<file path="src/rtl/sfifo_pkg.sv">
`timescale 1ns/1ps
package sfifo_pkg;

    // read-side behaviour selected by the mode input
    typedef enum logic {
        RD_STANDARD = 1'b0,
        RD_FALLTHRU = 1'b1
    } rd_mode_e;

    // one-step pointer advance with explicit wrap, valid for any depth
    function automatic int unsigned wrap_inc(input int unsigned p, input int unsigned depth);
        return (p == depth - 1) ? 0 : p + 1;
    endfunction

endpackage

</file>
<file path="src/rtl/sfifo_store.sv">
`timescale 1ns/1ps
module sfifo_store #(
    parameter int DW    = 16,
    parameter int DEPTH = 16,
    localparam int AW   = (DEPTH > 1) ? $clog2(DEPTH) : 1
) (
    input  logic          clk,
    input  logic          we,
    input  logic [AW-1:0] waddr,
    input  logic [DW-1:0] wdata,
    input  logic [AW-1:0] raddr,
    output logic [DW-1:0] rdata
);

    logic [DW-1:0] mem_q [DEPTH];

    // write port: registered; read port: asynchronous, one address
    always_ff @(posedge clk) begin
        if (we) begin
            mem_q[waddr] <= wdata;
        end
    end

    assign rdata = mem_q[raddr];

endmodule

</file>
<file path="src/rtl/sfifo_ptrs.sv">
`timescale 1ns/1ps
module sfifo_ptrs #(
    parameter int DEPTH = 16,
    localparam int AW   = (DEPTH > 1) ? $clog2(DEPTH) : 1,
    localparam int CW   = $clog2(DEPTH + 1)
) (
    input  logic          clk,
    input  logic          rst,
    input  logic          wr_en,
    input  logic          rd_en,
    input  logic [CW-1:0] af_level,
    input  logic [CW-1:0] ae_level,
    output logic          wr_acc,
    output logic          rd_acc,
    output logic [AW-1:0] waddr,
    output logic [AW-1:0] raddr,
    output logic          full,
    output logic          empty,
    output logic          almost_full,
    output logic          almost_empty
);
    import sfifo_pkg::*;

    typedef struct packed {
        logic [AW-1:0] wptr;
        logic [AW-1:0] rptr;
        logic [CW-1:0] cnt;
    } ptr_state_t;

    ptr_state_t st_d, st_q;
    logic [CW:0] af_sum;

    always_comb begin
        full   = (st_q.cnt == CW'(DEPTH));
        empty  = (st_q.cnt == '0);
        wr_acc = wr_en && !full;
        rd_acc = rd_en && !empty;

        af_sum       = {1'b0, st_q.cnt} + {1'b0, af_level};
        almost_full  = (af_sum >= (CW+1)'(DEPTH));
        almost_empty = (st_q.cnt <= ae_level);

        st_d = st_q;
        if (wr_acc) begin
            st_d.wptr = AW'(wrap_inc(int'(st_q.wptr), DEPTH));
        end
        if (rd_acc) begin
            st_d.rptr = AW'(wrap_inc(int'(st_q.rptr), DEPTH));
        end
        unique case ({wr_acc, rd_acc})
            2'b10:   st_d.cnt = st_q.cnt + 1'b1;
            2'b01:   st_d.cnt = st_q.cnt - 1'b1;
            default: st_d.cnt = st_q.cnt;
        endcase
        if (rst) begin
            st_d = '0;
        end
    end

    always_ff @(posedge clk) begin
        st_q <= st_d;
    end

    assign waddr = st_q.wptr;
    assign raddr = st_q.rptr;

    assert_reset_clear_R1: assert property (@(posedge clk)
        rst |=> (empty && !full && almost_empty));

    assert_no_overflow_R3: assert property (@(posedge clk) disable iff (rst)
        st_q.cnt <= CW'(DEPTH));

    assert_full_drop_R3: assert property (@(posedge clk) disable iff (rst)
        (full && wr_en && !rd_en) |=> ($stable(st_q.cnt) && $stable(st_q.wptr)));

    assert_empty_drop_R4: assert property (@(posedge clk) disable iff (rst)
        (empty && rd_en && !wr_en) |=> ($stable(st_q.cnt) && $stable(st_q.rptr)));

    assert_single_step_R2: assert property (@(posedge clk) disable iff (rst)
        !rst |=> ((st_q.cnt == $past(st_q.cnt)) ||
                  (st_q.cnt == $past(st_q.cnt) + 1'b1) ||
                  (st_q.cnt == $past(st_q.cnt) - 1'b1)));

    assert_mid_rw_R9: assert property (@(posedge clk) disable iff (rst)
        (!full && !empty && wr_en && rd_en) |=> $stable(st_q.cnt));

    assert_full_af_R7: assert property (@(posedge clk) disable iff (rst)
        full |-> almost_full);

    assert_empty_ae_R8: assert property (@(posedge clk) disable iff (rst)
        empty |-> almost_empty);

endmodule

</file>
<file path="src/rtl/sfifo_head.sv">
`timescale 1ns/1ps
module sfifo_head #(
    parameter int DW = 16
) (
    input  logic          clk,
    input  logic          rst,
    input  logic          fwft,
    input  logic          rd_acc,
    input  logic          empty,
    input  logic [DW-1:0] mem_rdata,
    output logic [DW-1:0] rd_data,
    output logic          rd_valid
);
    import sfifo_pkg::*;

    typedef struct packed {
        logic [DW-1:0] data;
        logic          valid;
    } head_state_t;

    head_state_t hs_d, hs_q;
    rd_mode_e    mode;

    always_comb begin
        mode = rd_mode_e'(fwft);
        hs_d = hs_q;
        hs_d.valid = rd_acc;
        if (rd_acc) begin
            hs_d.data = mem_rdata;
        end
        if (rst) begin
            hs_d = '0;
        end
    end

    always_ff @(posedge clk) begin
        hs_q <= hs_d;
    end

    always_comb begin
        if (mode == RD_FALLTHRU) begin
            rd_valid = !empty;
            rd_data  = empty ? '0 : mem_rdata;
        end else begin
            rd_valid = hs_q.valid;
            rd_data  = hs_q.data;
        end
    end

    assert_std_pulse_R5: assert property (@(posedge clk) disable iff (rst)
        (!fwft && rd_acc) |=> (fwft || rd_valid));

    assert_std_hold_R5: assert property (@(posedge clk) disable iff (rst)
        (!fwft && !rd_acc) |=> (fwft || (!rd_valid && $stable(rd_data))));

    assert_ff_zero_R6: assert property (@(posedge clk) disable iff (rst)
        (fwft && empty) |-> (rd_data == '0));

endmodule

</file>
<file path="src/rtl/sfifo_top.sv">
`timescale 1ns/1ps
module sfifo_top #(
    parameter int DW    = 16,
    parameter int DEPTH = 16,
    localparam int AW   = (DEPTH > 1) ? $clog2(DEPTH) : 1,
    localparam int CW   = $clog2(DEPTH + 1)
) (
    input  logic          clk,
    input  logic          rst,
    input  logic          fwft_mode,
    input  logic          wr_en,
    input  logic [DW-1:0] wr_data,
    input  logic          rd_en,
    output logic [DW-1:0] rd_data,
    output logic          rd_valid,
    input  logic [CW-1:0] af_level,
    input  logic [CW-1:0] ae_level,
    output logic          full,
    output logic          empty,
    output logic          almost_full,
    output logic          almost_empty
);

    logic          wr_acc;
    logic          rd_acc;
    logic [AW-1:0] waddr;
    logic [AW-1:0] raddr;
    logic [DW-1:0] mem_rdata;

    sfifo_ptrs #(.DEPTH(DEPTH)) i_ptrs (
        .clk          (clk),
        .rst          (rst),
        .wr_en        (wr_en),
        .rd_en        (rd_en),
        .af_level     (af_level),
        .ae_level     (ae_level),
        .wr_acc       (wr_acc),
        .rd_acc       (rd_acc),
        .waddr        (waddr),
        .raddr        (raddr),
        .full         (full),
        .empty        (empty),
        .almost_full  (almost_full),
        .almost_empty (almost_empty)
    );

    sfifo_store #(.DW(DW), .DEPTH(DEPTH)) i_store (
        .clk   (clk),
        .we    (wr_acc),
        .waddr (waddr),
        .wdata (wr_data),
        .raddr (raddr),
        .rdata (mem_rdata)
    );

    sfifo_head #(.DW(DW)) i_head (
        .clk       (clk),
        .rst       (rst),
        .fwft      (fwft_mode),
        .rd_acc    (rd_acc),
        .empty     (empty),
        .mem_rdata (mem_rdata),
        .rd_data   (rd_data),
        .rd_valid  (rd_valid)
    );

endmodule

</file>
<file path="config.mk">
export PLATFORM = sky130hd
export DESIGN_NAME = sfifo_top
export DESIGN_NICKNAME = d
export VERILOG_FILES = /design/src/rtl/sfifo_pkg.sv /design/src/rtl/sfifo_store.sv /design/src/rtl/sfifo_ptrs.sv /design/src/rtl/sfifo_head.sv /design/src/rtl/sfifo_top.sv
export SDC_FILE = /design/constraint.sdc
export NUM_CORES = 1
export LEC_CHECK = 0
export BUFFER_PORTS_ARGS = -buffer_cell sky130_fd_sc_hd__buf_2
export CORE_MARGIN = 3
export CORE_UTILIZATION = 25
export CTS_CLUSTER_DIAMETER = 100
export DETAILED_ROUTE_END_ITERATION = 16
export GPL_TIMING_DRIVEN = 0
export PLACE_DENSITY = 0.38
export SYNTH_ARGS = -nofsm -noshare
export SYNTH_HDL_FRONTEND = slang
export SYNTH_HIERARCHICAL = 1
export SYNTH_SLANG_ARGS = --single-unit
</file>
<file path="constraint.sdc">
create_clock -name clk -period 4.9 [get_ports clk]
set_input_delay 0.245 -clock clk [delete_from_list [all_inputs] [get_ports clk]]
set_output_delay 0.245 -clock clk [all_outputs]
set_load 0.02 [all_outputs]
</file>
==> run_results.csv <==
group,metric,value,unit
sta,finalCritPeriodShare,72.9,%
synthesis,synth_compound_gate_area_share,4.08,%
layout,area_growth,20.4,%
drt,vias_per_cell,4.44,
setup_path,arrival,3330,ps
hold_path,hp-class,"input pin to flop",
sta,timing_hold_violations_final,0,
setup_path,cp_num_buf_inv,4,
place,place_hpwl,20500,um
synthesis,synth_cells,642,
place,placed_area,13000,um^2
cts,cts_tree,"done",
outcome,outcome,"complete, no violations",
sta,fmax,0.280,GHz
place,dpl.cell_count,1312,
drt,drtAntennaViolNets,0,
setup_path,rr_startpoint,"i_ptrs/st_q[0]",
synthesis,synthMuxAreaShare,14.8,%
pwr,ir_drop,0.244,mV
synthesis,synth-xor-area-share,0.301,%
setup_path,crit_cells,9,
sta,skew,11.0,ps
hold_path,min_to,"i_ptrs/raddr[2]",
floorplan,die_h,222,um
grt,grt_pass1_vias,6601,
cts,cts_htree_levels,1,
grt,grt_usage,11.7,%
layout,final_cell_mix,"edfxtp_1 (256), buf_2 (59), mux4_2 (54)",
place,portBuffers,51,
floorplan,start_util,25.5,%
pwr,p_total,7.04,mW
drt,wirelength,29100,um
setup_path,crit_chain,"buf_4 -> buf_2 -> buf_1 -> mux4_2 -> a22oi_1 -> nand2_1 -> nand3b_1 -> o21ai_0 -> buf_2",
sta,slew_headroom,38.8,%
setup_path,r2r_slack,1940,ps
layout,mostFrequentLayoutCell,"edfxtp_1",
setup_path,rr_worst_depth,10,
setup_path,path_common_cell,"buf_2",
flow_run,maxCapViolations,0,
drt,drt_iter0_markers,409,
pwr,p_per_area,502,nW/um^2
sta,period_minus_slack,3570,ps
synthesis,synth.avg_cell_area,18.1,um^2
layout,final.fill_count,4473,
synthesis,synthSimpleGateAreaFrac,4.87,%
hold_path,hold_depth,4,
pwr,power.leakage,4.59,nW
cts,root_buffer,"clkbuf_16",
floorplan,core_area,45700,um^2
sta,rsz0062_at_grt,"no",
sta,setup_violations,0,
setup_path,r2r-end,"i_ptrs/st_q[4]",
synthesis,ys_ff_latch,286,
floorplan,ioPinCount,52,
cts,clockBufferDepth,3,
layout,fin_nets,794,
setup_path,cp_top_family,"buffers and inverters",
sta,fin_hold_ws,36.7,ps
drt,vias,6085,
layout,layout-drive-gt1-share,28.5,%
synthesis,synth_edf_count,256,
synthesis,synthesis.area,11600,um^2
floorplan,die-area,49200,um^2
floorplan,core.rowCount,78,
synthesis,synthArstFlopShare,0,%
layout,antenna_cells,0,
setup_path,path_class,"flop to primary output",
cts,cts.clk_slew.worst_paths,60,ps
synthesis,syn_nets,689,
setup_path,worstPathRequired,4660,ps
layout,final_cells,1371,
sta,setup_tns,0,ps
sta,worstMarginPinSlew,913,ps
place,gp_congestion,0.684,
synthesis,synthAdderAreaFrac,1.78,%
floorplan,die_width,222,um
grt,gr-total-overflow,0,
layout,final_area,14000,um^2
synthesis,synth_cell_types,42,
grt,grt_antenna_before_repair,0,
grt,grt_max_degree,17,
cts,clk_latency,550,ps
synthesis,ys_seq_area_share,71.2,%
drt,dr.pass1.iters,4,
cts,cts.sinks,286,
drt,drc,0,
sta,drv_slew,0,
drt,drt-wirelength-per-cell,21.2,um
setup_path,start_kind,"flop",
hold_path,worstHoldStart,"rd_en",
setup_path,slowest_stage,"buf_1",
synthesis,ys.flop_type,"edfxtp_1",
cts,cts_made_buffers,31,
setup_path,end_kind,"primary output",
setup_path,crit_fanout,10,
cts,cts_setup_buffers,0,
synthesis,synth_top_family_by_area,"multiplexers",
grt,grt_pass1_wl,43100,um
synthesis,synth_warnings,6,
setup_path,cp_slowest_stage_delay,660,ps
## stage by stage
step	util, %	worst slack, ps
floorplan	-	2010
global placement	27.7	391
detailed placement	28.4	1830
CTS	30.7	1210
global route	30.7	1080
finish	30.7	1330
## cells by family after synthesis
family,count (synthesis)
AOI/OAI and AO/OA,68
muxes,88
DFF,286
adders and majority gates,16
xor gates and xnor gates,4
buffers and inverters,65
and+or+nand+nor,115
## area by class of cell
cell class | count | area (um^2) | share of cell area (%)
clock inverter | 24 | 220 | 1.57
buffer | 39 | 251 | 1.79
clock buffer | 33 | 783 | 5.59
multi-input combinational | 291 | 3060 | 21.8
sequential | 286 | 8290 | 59.1
timing repair buffer | 72 | 567 | 4.04
tap | 600 | 751 | 5.36
inverter | 26 | 97.6 | 0.696
## state kept, by name, summed over array words and instances (netlist names)
signal         count
i_head/hs_q       17
i_ptrs/raddr       4
i_ptrs/waddr       4
i_ptrs/st_q        5
i_store/mem_q    256
## worst min-delay path, stage by stage
cell      delay [ps]
buf_2            120
o211ai_2          60
xor2_1            60
nor2_1            80
## cell usage after synthesis (2+ instances only)
library cell	instances	area (um^2)
buf_6	5	56.3
a21oi_1	4	20.0
nand3_1	3	15.0
ha_1	15	188
a311oi_1	2	17.5
buf_1	3	11.3
nand3b_1	18	135
o21ai_0	18	90.1
nor2_1	50	188
a21boi_2	2	22.5
dfxtp_1	30	601
a41oi_1	2	17.5
nand2b_1	3	18.8
a31oi_1	3	18.8
mux2i_1	23	230
buf_4	11	82.6
mux4_2	54	1220
a22oi_1	32	240
nand2_1	23	86.3
nor3_1	5	25.0
o211ai_2	2	25.0
clkbuf_1	11	41.3
xor2_1	4	35.0
edfxtp_1	256	7690
nor2b_1	5	31.3
mux4_1	10	263
inv_1	26	97.6
buf_2	8	40.0
## how the worst max path moves through the flow
stage | slack [ps] | end | from
detailed placement | 1830 | rd_data[8] | i_ptrs/raddr[1]
global placement | 390 | i_store/mem_q[8][8] | i_ptrs/st_q[1]
floorplan | 2010 | i_store/mem_q[0][0] | i_ptrs/st_q[1]
CTS | 1210 | rd_data[8] | i_ptrs/raddr[1]
global route | 1080 | rd_data[8] | i_ptrs/raddr[1]
finish | 1330 | rd_data[6] | i_ptrs/raddr[1]
## timing repair
item,in CTS,in global routing
endpoints found under the hold margin,2,0
hold buffers,2,0
gates resized for setup,0,0
## layer usage
layer	track usage (%)	vias to the layer above	share of wire, %
li1	-	2768	-
met1	14.9	3158	43
met2	20.6	118	50
met3	1.99	41	4.5
met4	3.32	0	2.1
met5	0	-	0
## power breakdown
group,switching [mW],internal (mW),total (mW)
combinational,1.04,0.860,1.90
clock,0.923,1.36,2.28
sequential,0.0823,2.78,2.86
total,2.04,5.00,7.04
Note: power is estimated with default switching activity, not from simulation.
